$ cat src/rtl/el_pkg.sv
package el_pkg;
  localparam int unsigned LVL_W = 2;
  localparam int unsigned REG_W = 64;
  localparam int unsigned VIEW_LSB = 2;
  localparam logic [LVL_W-1:0] EL_TOP = 2'd3;
  typedef logic [LVL_W-1:0] lvl_t;

  function automatic logic [REG_W-1:0] pack_view(input lvl_t l);
    logic [REG_W-1:0] v;
    v = '0;
    v[VIEW_LSB +: LVL_W] = l;
    return v;
  endfunction
endpackage

$ cat src/rtl/el_level_reg.sv
module el_level_reg
  import el_pkg::*;
#(
  parameter int unsigned HIGHEST_EL = 3
) (
  input  logic clk,
  input  logic rst,
  input  logic take_req,
  input  lvl_t take_lvl,
  input  logic ret_req,
  input  lvl_t ret_lvl,
  output lvl_t lvl_q,
  output lvl_t lvl_nxt,
  output logic fault_nxt
);
  localparam lvl_t RST_LVL = lvl_t'(HIGHEST_EL);

  always_comb begin
    lvl_nxt   = lvl_q;
    fault_nxt = 1'b0;
    if (take_req) begin
      // entry wins over a same-cycle return
      if (take_lvl >= lvl_q) lvl_nxt = take_lvl;
      else                   fault_nxt = 1'b1;
    end else if (ret_req) begin
      if (ret_lvl <= lvl_q) lvl_nxt = ret_lvl;
      else                  fault_nxt = 1'b1;
    end
  end

  always_ff @(posedge clk) begin
    if (rst) lvl_q <= RST_LVL;
    else     lvl_q <= lvl_nxt;
  end

  p_reset_level_r1: assert property (@(posedge clk) rst |=> (lvl_q == RST_LVL));
  p_take_no_lower_r3: assert property (@(posedge clk) disable iff (rst)
    (take_req && take_lvl < lvl_q) |=> (lvl_q == $past(lvl_q)));
  p_take_moves_r2: assert property (@(posedge clk) disable iff (rst)
    (take_req && take_lvl >= lvl_q) |=> (lvl_q == $past(take_lvl)));
  p_ret_no_raise_r5: assert property (@(posedge clk) disable iff (rst)
    (!take_req && ret_req && ret_lvl > lvl_q) |=> (lvl_q == $past(lvl_q)));
endmodule

$ cat src/rtl/el_secure_cfg.sv
module el_secure_cfg
  import el_pkg::*;
#(
  parameter int unsigned NS_POS = 0
) (
  input  logic             clk,
  input  logic             rst,
  input  logic             cfg_wr,
  input  logic [REG_W-1:0] cfg_wdata,
  input  lvl_t             lvl_now,
  output logic             ns_q,
  output logic             ns_nxt,
  output logic             fault_nxt
);
  logic at_top;
  logic unused_cfg;

  assign at_top = (lvl_now == EL_TOP);
  assign unused_cfg = ^cfg_wdata;

  always_comb begin
    ns_nxt    = ns_q;
    fault_nxt = 1'b0;
    if (cfg_wr) begin
      if (at_top) ns_nxt    = cfg_wdata[NS_POS];
      else        fault_nxt = 1'b1;
    end
  end

  always_ff @(posedge clk) begin
    if (rst) ns_q <= 1'b0;
    else     ns_q <= ns_nxt;
  end

  p_cfg_gate_r9: assert property (@(posedge clk) disable iff (rst)
    (cfg_wr && lvl_now != EL_TOP) |=> (ns_q == $past(ns_q)));
  p_cfg_load_r8: assert property (@(posedge clk) disable iff (rst)
    (cfg_wr && lvl_now == EL_TOP) |=> (ns_q == $past(cfg_wdata[NS_POS])));
endmodule

$ cat src/rtl/el_sec_tracker.sv
module el_sec_tracker
  import el_pkg::*;
#(
  parameter int unsigned HIGHEST_EL = 3,
  parameter int unsigned NS_POS     = 0
) (
  input  logic             clk,
  input  logic             rst,
  input  logic             take_req,
  input  logic [1:0]       take_lvl,
  input  logic             ret_req,
  input  logic [1:0]       ret_lvl,
  input  logic             cfg_wr,
  input  logic [63:0]      cfg_wdata,
  input  logic             view_wr,
  input  logic [63:0]      view_wdata,
  output logic [1:0]       cur_el,
  output logic [63:0]      cur_el_view,
  output logic             is_secure,
  output logic             illegal
);
  lvl_t lvl_q, lvl_nxt;
  logic lvl_fault, ns_q, ns_nxt, cfg_fault;
  logic unused_view;

  // the view is read-only: an attempted write is absorbed here
  assign unused_view = view_wr ^ (^view_wdata) ^ ns_q;

  el_level_reg #(.HIGHEST_EL(HIGHEST_EL)) u_lvl (
    .clk(clk), .rst(rst),
    .take_req(take_req), .take_lvl(take_lvl),
    .ret_req(ret_req), .ret_lvl(ret_lvl),
    .lvl_q(lvl_q), .lvl_nxt(lvl_nxt), .fault_nxt(lvl_fault)
  );

  el_secure_cfg #(.NS_POS(NS_POS)) u_cfg (
    .clk(clk), .rst(rst),
    .cfg_wr(cfg_wr), .cfg_wdata(cfg_wdata),
    .lvl_now(lvl_q),
    .ns_q(ns_q), .ns_nxt(ns_nxt), .fault_nxt(cfg_fault)
  );

  assign cur_el = lvl_q;

  always_ff @(posedge clk) begin
    if (rst) begin
      cur_el_view <= pack_view(lvl_t'(HIGHEST_EL));
      is_secure   <= (lvl_t'(HIGHEST_EL) == EL_TOP) ? 1'b1 : 1'b1;
      illegal     <= 1'b0;
    end else begin
      cur_el_view <= pack_view(lvl_nxt);
      is_secure   <= (lvl_nxt == EL_TOP) ? 1'b1 : ~ns_nxt;
      illegal     <= lvl_fault | cfg_fault;
    end
  end

  p_el3_secure_r10: assert property (@(posedge clk) disable iff (rst)
    (cur_el == EL_TOP) |-> is_secure);
  p_view_tracks_r7: assert property (@(posedge clk) disable iff (rst)
    cur_el_view == pack_view(cur_el));
  p_fault_reported_r3: assert property (@(posedge clk) disable iff (rst)
    lvl_fault |=> illegal);
endmodule

$ cat config.mk
export PLATFORM = sky130hd
export DESIGN_NAME = el_sec_tracker
export DESIGN_NICKNAME = d
export VERILOG_FILES = /design/src/rtl/el_pkg.sv /design/src/rtl/el_level_reg.sv /design/src/rtl/el_secure_cfg.sv /design/src/rtl/el_sec_tracker.sv
export SDC_FILE = /design/constraint.sdc
export NUM_CORES = 1
export LEC_CHECK = 0
export ABC_AREA = 1
export BUFFER_PORTS_ARGS = -buffer_cell sky130_fd_sc_hd__buf_2
export CAP_MARGIN = 30
export CORE_AREA = 2 2 79 81
export CTS_CLUSTER_SIZE = 16
export DETAILED_ROUTE_END_ITERATION = 7
export DIE_AREA = 0 0 81 83
export HOLD_SLACK_MARGIN = 0.08
export PLACE_DENSITY = 0.6
export RECOVER_POWER = 100
export SLEW_MARGIN = 20
export SYNTH_ARGS = -nofsm -noshare
export SYNTH_HDL_FRONTEND = slang
export SYNTH_SLANG_ARGS = --single-unit
$ cat constraint.sdc
create_clock -name clk -period 1.87 [get_ports clk]
set_input_delay 0.374 -clock clk [delete_from_list [all_inputs] [get_ports clk]]
set_output_delay 0.374 -clock clk [all_outputs]
set_load 0.005 [all_outputs]
Word-level counts from Yosys, hierarchy flattened
Cells that the tools add are included.
{"block": "totals", "reg_bits": 67, "input_bits": 138, "out_inout_bits": 68, "word_cells": 24}
{"block": "classes", "order_cmp": 2, "eq_ne": 2, "muxes": 12, "n_bitwise": 2, "n_reduce_logical": 1}
{"op": "1-bit two-way mux", "count": 8}
{"op": "2-bit two-way mux", "count": 4}
{"op": "2-bit equality test, second input constant", "count": 2}
{"op": "2-bit greater-or-equal comparator", "count": 1}
{"op": "2-bit <= comparator", "count": 1}
{"op": "2-bit OR reduction", "count": 1}
{"op": "1-bit inverter", "count": 1}
{"op": "1-bit OR", "count": 1}

Depth between registers and ports, before layout
Gate-level depths: netlist of the first run.
{"block": "logic_depth", "depth_word": 6, "depth_mapped": 12, "depth_no_buf": 12}

Modules after synthesis
From an unflattened synthesis of the first run, not the netlist that was laid out.
{"block": "unflattened", "cells_unflattened": 126, "hier_area_um2": 924.6}
{"module": "el_sec_tracker", "instances": 1, "cells_per_inst": 74, "area_each_um2": 581.8, "seq_area_each_um2": 80.1}
{"module": "el_level_reg", "instances": 1, "cells_per_inst": 42, "area_each_um2": 279.0, "seq_area_each_um2": 40.0}
{"module": "el_secure_cfg", "instances": 1, "cells_per_inst": 10, "area_each_um2": 63.8, "seq_area_each_um2": 20.0}

Least setup slack after synthesis of the first run
No wires, ideal clock.
{"block": "synth_path", "kind": "register -> register", "startpoint": "register u_lvl.lvl_q[1]", "endpoint": "register is_secure", "setup_time_ps": 112, "t_arrival_ps": 1242, "required_time_ps": 1758, "slack_ps": 516, "stages_incl_launch_ff": 13, "n_path_buf": 0, "synth_period_minus_slack_ps": 1354, "cell_sequence": "dfxtp_1 > inv_1 > ha_1 > inv_2 > nand2_1 > nand3_1 > nand2_1 > nand3_1 > nand2_1 > inv_1 > nand2_2 > nand2_1 > nand2_1"}
{"block": "synth_between", "elab_chain_len": 6, "word_cells_on_any_way": 12, "cone_classes": "order compare (2); eq/ne (2); mux (6); bitwise (1); reduce/logical (1)"}
{"element": "start, declared", "line_no": "el_level_reg.sv:12", "source": "output lvl_t lvl_q,"}
{"element": "start signal, assigned", "line_no": "el_level_reg.sv:33", "source": "else lvl_q <= lvl_nxt;"}
{"element": "2-bit <= comparator", "line_no": "el_level_reg.sv:26", "source": "if (ret_lvl <= lvl_q) lvl_nxt = ret_lvl;"}
{"element": "2-bit two-way mux", "line_no": "el_level_reg.sv:26"}
{"element": "2-bit two-way mux", "line_no": "el_level_reg.sv:25", "source": "end else if (ret_req) begin"}
{"element": "2-bit two-way mux", "line_no": "el_level_reg.sv:21", "source": "if (take_req) begin"}
{"element": "2-bit equality test", "line_no": "el_sec_tracker.sv:52", "source": "is_secure <= (lvl_nxt == EL_TOP) ? 1'b1 : ~ns_nxt;"}
{"element": "2-bit OR reduction (no line)"}
{"element": "end signal, assigned", "line_no": "el_sec_tracker.sv:48", "source": "is_secure <= (lvl_t'(HIGHEST_EL) == EL_TOP) ? 1'b1 : 1'b1;"}
{"element": "end signal, assigned", "line_no": "el_sec_tracker.sv:52"}
{"element": "end, declared", "line_no": "el_sec_tracker.sv:19", "source": "output logic is_secure,"}
Parallel ways exist; a longest one is shown, timed or not.
A chain may end at the register's enable or synchronous reset.

Worst setup path in the final report of the first run
Ends and elaborated chain as after synthesis.

==> results of run 1 <==
-- sequential cells by signal, summed over array words and instances (netlist names) --
name and flops:
u_cfg.ns_q 1, illegal 1, u_lvl.lvl_q 2, is_secure 1
-- per-stage QoR --
stage / util (%) / setup WS (ns)
5_1_grt: 14.2 / 0.145
3_3_place_gp: 13.6 / 0.394
3_5_place_dp: 13.6 / 0.363
2_1_floorplan: - / 0.516
4_1_cts: 14.4 / 0.412
6_report: 14.2 / 0.408
-- power breakdown --
group	internal, mW	total (mW)	switching (mW)
Sequential	0.118	0.125	0.00693
Combinational	0.0423	0.130	0.0879
Clock	0.146	0.194	0.0477
Total	0.306	0.449	0.143
-- logic make-up after synthesis --
logic type | share of synthesized area (%)
AO/OA/AOI/OAI | 2.15
buffers and inverters | 62.3
adder cells (fa/ha/maj) | 7.16
AND/OR/NAND/NOR | 16.5
flip-flops | 11.5
other | 0.429
-- area by class of cell --
| type | instances | area share [%] |
|---|---|---|
| inverter | 17 | 7.72 |
| clock buffer | 4 | 5.45 |
| tap | 75 | 11.3 |
| sequential | 5 | 12.1 |
| multi-input combinational | 101 | 54.8 |
| timing repair buffer | 15 | 8.62 |
-- cell usage after synthesis (2+ instances only) --
master    n
o21ai_1   2
nand2_1  16
nor2_1    3
inv_1    13
ha_1      5
nand3_1   6
dfxtp_1   5
buf_4    64
inv_2     4
nand2_2   4
-- layer usage --
| layer | vias to the layer above | GRT usage, % |
|---|---|---|
| met5 | - | 0 |
| met4 | 0 | 1.85 |
| met3 | 0 | 1.85 |
| met2 | 46 | 5.71 |
| met1 | 245 | 3.67 |
| li1 | 282 | - |
-- worst min-delay path by stage --
| stage | to | depth (start not counted) |
|---|---|---|
| after floorplan | u_cfg.ns_q | 1 |
| after global routing | u_cfg.ns_q | 2 |
| after global placement | u_cfg.ns_q | 4 |
| final | u_cfg.ns_q | 2 |
| after CTS | u_cfg.ns_q | 2 |
| after detailed placement | u_cfg.ns_q | 4 |
==> qor.yml, run 1 <==
drc_errors: 0
ir_drop_mv: 0.207
firstDrtPassIters: 4
status: "finished clean"
path_cells: "inv_1 > ha_1 > inv_1 > nand2_1 > nand3_1 > nand2_1 > nand3_1 > nand2_1 > inv_1 > nand2_1 > nand2_1 > nand2_1"
tns_ns: 0
ys_types: 14
cp.arrival_ns: 1.57
wl_met3_um: 198
crit_end: "is_secure"
place_hpwl_um: 1120
synth_edf_count: 0
path_common_cell: "nand2_1"
fmax_mhz: 684
path_buf_inv: 3
area_growth_syn_to_layout_pct: -5.30
dr_wl_met2_um: 573
place_area_um2: 791
ctsHoldBuffers: 0
cp_top_family: "simple AND/OR/NAND/NOR gates"
io_pins: 206
setup_violations: 0
routabilityCongestion: 0.782
drt-wirelength-per-cell_um: 5.63
grt_pass1_vias: 434
crit_path_max_incr_delay_ns: 0.35
fin_crit_sh_pct: 78.2
multi_input_area_um2: 453
worst-path-stages: 12
yosysSeqAreaShare_pct: 11.5
post_cts_resized: 0
cts_max_path_buffers: 2
synthCells: 126
p_per_area_nw_per_um2: 542
fin_skew_ns: 0.00121
async_reset_ff_share_pct: 0
gr-total-overflow: 0
num_vias: 573
critical_path_class: "register to register"
grtUsageTotal_pct: 3.54
die-height_um: 83
rsz0062_at_grt: "no"
met1_length_um: 450
dpl.cell_count: 213
fillers: 704
syn_avg_cell_area_um2: 6.93
io_buffers: 15
htree_levels: 1
fin_cells: 217
grt_first_pass_wirelength_um: 1840
cp_slowest_cell: "dfxtp_1"
hold_path_startpoint: "rst"
drt-total-wl_um: 1220
seq_area_um2: 100
cts_setup_buffers: 0
synth_area_um2: 873
rows: 28
drtAntennaViolNets: 0
synth-seq-cells: 5
viasPerCell: 2.64
crit_required_ns: 1.98
hold_violations: 0
mostFrequentLayoutCell: "conb_1"
reg2reg_from: "u_lvl.lvl_q[1]"
cts-root-buf: "clkbuf_8"
drv_slew: 0
chipWidth_um: 81
p_leak_nw: 0.525
rr_endpoint: "is_secure"
holdWs_ns: 0.361
initial_core_util_pct: 15.0
r2r_cells: 12
worst-path-max-fanout: 5
start_kind: "register"
grt_max_degree: 7
num_antenna_cells: 0
numCtsBuffers: 3
post-route-cell-area_um2: 827
drive_above_1_share_pct: 14.8
drt_iter0_markers: 17
critPathCaptureType: "register"
cts_tree: "yes"
core_area_um2: 5820
synth_top_area_share_pct: 55.0
clkSinkCount: 5
synth_ff_type: "dfxtp_1"
rrSetupSlack_ns: 0.41
ys_warn_count: 0
mostFrequentLayoutCells: "conb_1, nand2_1, inv_1"
synthTopCellsByArea: "buf_4, dfxtp_1, ha_1"
period_minus_slack_ns: 1.46
antenna_found_initial: 0
routed.top_layer: "met3"
min_path_type: "input pin to register"
die_area_um2: 6720
nets: 286
yosysTopAreaCell: "buf_4"
cap_violations: 0
clk-insertion-delay-late_ns: 0.22
startpoint: "u_lvl.lvl_q[1]"
clkTransAtPathRegs_ns: 0.03
finalPower_mw: 0.449
No activity file was read; power rests on OpenSTA's default activity.
==> run 2: changes to the inputs <==
--- a/config.mk
+++ b/config.mk
@@ -5,13 +5,13 @@
 export SDC_FILE = /design/constraint.sdc
 export NUM_CORES = 1
 export LEC_CHECK = 0
-export ABC_AREA = 1
+export ABC_AREA = 0
 export BUFFER_PORTS_ARGS = -buffer_cell sky130_fd_sc_hd__buf_2
 export CAP_MARGIN = 30
-export CORE_AREA = 2 2 79 81
+export CORE_AREA = 2 2 80 82
 export CTS_CLUSTER_SIZE = 16
 export DETAILED_ROUTE_END_ITERATION = 7
-export DIE_AREA = 0 0 81 83
+export DIE_AREA = 0 0 82 84
 export HOLD_SLACK_MARGIN = 0.08
 export PLACE_DENSITY = 0.6
 export RECOVER_POWER = 100
==> constraint.sdc (replaced) <==
create_clock -name clk -period 1.2 [get_ports clk]
set_input_delay 0.24 -clock clk [delete_from_list [all_inputs] [get_ports clk]]
set_output_delay 0.24 -clock clk [all_outputs]
set_load 0.005 [all_outputs]
==> run 2 against run 1 <==
Against the previous run:
- hold slack lost 0.051 ns
- setup slack lost 0.67 ns
- via count grew 7.0%
- critical path type unchanged
- utilization grew 2.3 points
- sequential share of layout area shrank 1.4 points
- total power grew 81%
- synthesized area shrank 1.4%
- register-to-register slack lost 0.67 ns
- the flow now finishes with violations (setup timing)
- synthesized cell count shrank 12%
- global-route usage grew 0.79 points
==> qor.yml, run 2 <==
gr-total-overflow: 0
synth_compound_area_share_pct: 8.87
grtUsageTotal_pct: 4.33
synth_top_family_by_area: "buffers and inverters"
drt_iter0_markers: 11
firstDrtPassIters: 3
chipWidth_um: 82
synthXorXnorAreaFrac_pct: 0
synth_edf_count: 0
p_comb_share_pct: 37.1
path_cells: "inv_4 > ha_4 > nor2b_4 > a2bb2oi_2 > o311a_1 > a31o_1"
fmax_mhz: 684
yosysMostFrequentCell: "buf_4"
drive_above_1_share_pct: 30.9
cts_max_path_buffers: 2
mostFrequentLayoutCells: "conb_1, buf_2, buf_4"
tns_ns: -0.754
clkSinkCount: 5
num_vias: 613
nets: 283
synth_top_area_share_pct: 55.8
yosysSeqAreaShare_pct: 11.6
sequentialPowerShare_pct: 23.9
ir_drop_mv: 0.634
area_growth_syn_to_layout_pct: 16.9
cp_slowest_cell: "dfxtp_4"
rows: 29
hold_violations: 0
p_leak_nw: 0.542
htree_levels: 1
worst-path-max-fanout: 3
drt-total-wl_um: 1590
sw_frac_of_total_pct: 32.3
drt-wirelength-per-cell_um: 7.35
clkTransAtPathRegs_ns: 0.04
synthCells: 111
grt_max_degree: 8
largest-register: "u_lvl.lvl_q"
ys_types: 24
start_kind: "register"
clockPowerShare_pct: 39.0
initial_core_util_pct: 14.1
drtAntennaViolNets: 0
largest_reg_flops: 2
period_minus_slack_ns: 1.46
die-height_um: 84
synth_mux_area_share_pct: 2.33
final_core_util_pct: 16.5
clk-insertion-delay-late_ns: 0.23
violations: "setup timing"
synth_ff_type: "dfxtp_1"
setup_violations: 4
synth-simple-area-share_pct: 8.43
async_reset_ff_share_pct: 0
p_per_area_nw_per_um2: 809
finalWorstSetupSlack_ns: -0.261
critPathCaptureType: "register"
post-route-cell-area_um2: 1010
cts_tree: "yes"
numCtsBuffers: 3
place_area_um2: 865
ys_warn_count: 0
switching_power_mw: 0.263
synth-seq-cells: 5
die_area_um2: 6890
synth_area_um2: 861
core_area_um2: 6100
routabilityCongestion: 0.671
synthTopCellsByArea: "buf_4, dfxtp_1, ha_1"
min_path_type: "input pin to register"
place_hpwl_um: 1280
status: "complete, but fails checks"
synth_common_cells: "buf_4, inv_1, dfxtp_1, ha_1"
cap_violations: 0
io_pins: 206
synth_fa_ha_area_share_pct: 7.27
mostFrequentLayoutCell: "conb_1"
drc_errors: 0
cts-root-buf: "clkbuf_8"
rsz0062_at_grt: "yes"
antenna_found_initial: 0
critical_path_class: "register to register"
p_int_mw: 0.551
crit_path_max_incr_delay_ns: 0.35
grt_pass1_vias: 494
syn_avg_cell_area_um2: 7.76
grt_first_pass_wirelength_um: 2190
cp.arrival_ns: 1.58
fin_crit_sh_pct: 122
crit_required_ns: 1.31
io_buffers: 15
fin_skew_ns: 0.00520
num_antenna_cells: 0
viasPerCell: 2.84
drv_slew: 0
yosysTopAreaCell: "buf_4"
## run 2: cell type report
class / instances / area [um^2]
Clock buffer: 4 / 45.0
Inverter: 9 / 36.3
Fill cell: 716 / 5090
Sequential cell: 5 / 108
Multi-Input combinational cell: 93 / 554
Tap cell: 77 / 96.3
Timing Repair Buffer: 28 / 166
## run 2: cells by family after synthesis
| group | count (synthesis) |
|---|---|
| muxes | 2 |
| AOI/OAI and AO/OA | 10 |
| other | 1 |
| adders and majority gates | 5 |
| and+or+nand+nor | 14 |
| DFF | 5 |
| buffers and inverters | 74 |
## run 2: per-stage QoR
stage	hold slack [ns]	std cells	power [mW]	worst slack [ns]
floorplan	0.309	172	0.493	-0.230
global placement	0.510	208	0.431	-0.249
detailed placement	0.510	208	0.432	-0.312
CTS	0.307	216	0.818	-0.248
global route	0.355	216	0.865	-0.294
finish	0.311	216	0.814	-0.261
## run 2: routing by layer
metal	vias up	track usage [%]	share of wire, %
li1	287	-	-
met1	273	4.75	37
met2	51	7.32	50
met3	2	2.16	11
met4	0	1.06	1.3
met5	-	0	0
## run 2: timing repair
| item | 4_1_cts | 5_1_grt |
|---|---|---|
| resized for setup | 12 | 1 |
| endpoints found under the hold margin | 0 | 0 |
| setup buffers | 4 | 0 |
| pin swaps | 5 | 3 |
| hold buffers | 0 | 0 |
| setup endpoints to repair | 4 | 4 |
## run 2: worst paths after layout
check | start | cells after the start | to | slack, ns
max reg2reg | u_lvl.lvl_q[1] | 6 | is_secure | -0.26
min reg2reg | u_cfg.ns_q | 2 | u_cfg.ns_q | 0.52
min | cfg_wdata[0] | 3 | u_cfg.ns_q | 0.31
max | u_lvl.lvl_q[1] | 6 | is_secure | -0.26
## run 2: power groups by stage
stage,registers [mW],logic (mW),clock network [mW]
CTS,0.195,0.299,0.324
floorplan,0.198,0.295,0
global route,0.196,0.340,0.329
finish,0.194,0.302,0.317
detailed placement,0.195,0.237,0
global placement,0.195,0.235,0
## run 2: worst max-delay path: cells and delay by family (launching register included)
family / cells / cell delay (ns)
DFF: 1 / 0.35
AOI/OAI and AO/OA: 3 / 0.63
buffers and inverters: 1 / 0.04
adders and majority gates: 1 / 0.20
and+or+nand+nor: 1 / 0.13
==> run 3: changes to the inputs <==
--- a/config.mk
+++ b/config.mk
@@ -9,12 +9,14 @@
 export BUFFER_PORTS_ARGS = -buffer_cell sky130_fd_sc_hd__buf_2
 export CAP_MARGIN = 30
 export CORE_AREA = 2 2 80 82
+export CTS_BUF_LIST = sky130_fd_sc_hd__clkbuf_4 sky130_fd_sc_hd__clkbuf_8 sky130_fd_sc_hd__clkbuf_16
 export CTS_CLUSTER_SIZE = 16
 export DETAILED_ROUTE_END_ITERATION = 7
 export DIE_AREA = 0 0 82 84
 export HOLD_SLACK_MARGIN = 0.08
 export PLACE_DENSITY = 0.6
 export RECOVER_POWER = 100
+export SKIP_CTS_REPAIR_TIMING = 1
 export SLEW_MARGIN = 20
 export SYNTH_ARGS = -nofsm -noshare
 export SYNTH_HDL_FRONTEND = slang
==> run 3 against run 2 <==
Against the previous run:
- the run still ends with setup timing left
- clock power grew 7.6%
- combinational power shrank 15%
- routed wire length down 6.1%
- die area is the same
- setup slack got worse by 0.0010 ns
- register-to-register slack hardly changed
- global-route usage shrank 0.46 points
- sequential cell count is the same
- utilization down 1.2 points
- final cell count down 1.4%
- sequential share of layout area up 0.56 points
- critical path depth did not move
- largest power group unchanged
==> qor.yml, run 3 (synthesis results as in run 2) <==
status: "complete, but fails checks"
violations: "setup timing"
mostFrequentLayoutCell: "conb_1"
largest_reg_flops: 2
fin_cells: 213
fillers: 727
htree_levels: 1
numCtsBuffers: 3
cts_max_path_buffers: 2
io_buffers: 15
p_comb_share_pct: 32.5
cp_slowest_cell: "dfxtp_4"
critPathCaptureType: "register"
cp.arrival_ns: 1.58
drive_above_1_share_pct: 25.7
clkSinkCount: 5
place_area_um2: 865
viasPerCell: 2.77
p_int_mw: 0.546
grt_max_degree: 8
finalPower_mw: 0.791
nets: 280
grtUsageTotal_pct: 3.87
min_path_type: "input pin to register"
critical_path_class: "register to register"
drc_errors: 0
cts_tree: "yes"
dpl.cell_count: 208
largest-register: "u_lvl.lvl_q"
io_pins: 206
num_vias: 589
fmax_mhz: 684
die-height_um: 84
worst-path-max-fanout: 3
crit_path_max_incr_delay_ns: 0.35
rows: 29
rr_endpoint: "is_secure"
area_growth_syn_to_layout_pct: 8.43
p_leak_nw: 0.525
drt_iter0_markers: 8
p_per_area_nw_per_um2: 848
post-route-cell-area_um2: 933
fin_skew_ns: 0.00598
sequentialPowerShare_pct: 24.4
chipWidth_um: 82
drv_slew: 0
path_cells: "inv_4 > ha_4 > nor2b_4 > a2bb2oi_2 > o311a_1 > a31o_1"
firstDrtPassIters: 2
rsz0062_at_grt: "yes"
drt-wirelength-per-cell_um: 7.00
whs_path_depth: 3
place_hpwl_um: 1280
mostFrequentLayoutCells: "conb_1, buf_2, buf_4"
cap_violations: 0
die_area_um2: 6890
core_area_um2: 6100
setup_violations: 4
fin_crit_sh_pct: 122
hold_path_end: "u_cfg.ns_q"
drt-total-wl_um: 1490
finalWorstSetupSlack_ns: -0.262
clockPowerShare_pct: 43.1
num_antenna_cells: 0
clkTransAtPathRegs_ns: 0.04
routabilityCongestion: 0.671
ir_drop_mv: 0.551
cts-root-buf: "clkbuf_8"
rrSetupSlack_ns: -0.26
grt_pass1_vias: 446
period_minus_slack_ns: 1.46
r2r_cells: 6
grt_first_pass_wirelength_um: 1980
initial_core_util_pct: 14.1
drtAntennaViolNets: 0
hold_violations: 0
clk-insertion-delay-late_ns: 0.23
hold_path_startpoint: "cfg_wdata[0]"
reg2reg_from: "u_lvl.lvl_q[1]"
gr-total-overflow: 0
switching_power_mw: 0.245
crit_required_ns: 1.32
sw_frac_of_total_pct: 31.0
start_kind: "register"
post-place-ws_ns: -0.312
final_core_util_pct: 15.3
antenna_found_initial: 0
[run 3: cell count changes in the layout (fill, tap and decap cells not counted), moves of 2 or more]
cell	previous run	this run
ha_4	3	1
clkbuf_1	4	2
buf_4	11	9
ha_1	1	4
[run 3: area by class of cell]
| cell class | instances | area [um^2] | share of cell area [%] |
|---|---|---|---|
| Sequential cell | 5 | 105 | 11.3 |
| Clock buffer | 4 | 48.8 | 5.23 |
| Tap cell | 77 | 96.3 | 10.3 |
| Multi-Input combinational cell | 93 | 502 | 53.8 |
| Timing Repair Buffer | 25 | 145 | 15.5 |
| Inverter | 9 | 36.3 | 3.89 |
[run 3: worst max path at each step]
stage          cells after the start        end  slack [ns]            from
6_report                           6  is_secure       -0.26  u_lvl.lvl_q[1]
5_1_grt                            6  is_secure       -0.30  u_lvl.lvl_q[1]
4_1_cts                            6  is_secure       -0.28  u_lvl.lvl_q[1]
3_5_place_dp                       7  is_secure       -0.31     take_lvl[0]
3_3_place_gp                       7  is_secure       -0.25     take_lvl[0]
2_1_floorplan                      6  is_secure       -0.23  u_lvl.lvl_q[1]
[run 3: per-stage QoR]
step | TNS [ns] | hold WS (ns)
2_1_floorplan | -0.528 | 0.309
3_3_place_gp | -0.728 | 0.510
3_5_place_dp | -0.830 | 0.510
4_1_cts | -0.762 | 0.306
5_1_grt | -0.946 | 0.354
6_report | -0.765 | 0.309
[run 3: routing by layer]
layer | part of all wire, % | routed length, um | up-vias | GRT usage (%)
met1 | 39 | 582 | 260 | 4.36
met2 | 49 | 726 | 49 | 6.50
met5 | 0 | 0 | - | 0
met3 | 12 | 181 | 0 | 2.16
met4 | 0 | 0 | 0 | 0.455
li1 | - | - | 280 | -
[run 3: power groups by stage]
stage                     registers [mW]  clock network, mW  logic, mW
after floorplan                    0.198                  0      0.295
after global placement             0.195                  0      0.235
after detailed placement           0.195                  0      0.237
after CTS                          0.193              0.348      0.239
after global routing               0.195              0.353      0.291
final                              0.193              0.341      0.257
[run 3: critical path: cells and delay by family, from the launching register on]
kind / cells / cell delay, ns
adder cells (fa/ha/maj): 1 / 0.21
buffers and inverters: 1 / 0.04
AO/OA/AOI/OAI: 3 / 0.61
flip-flops: 1 / 0.35
AND/OR/NAND/NOR: 1 / 0.13
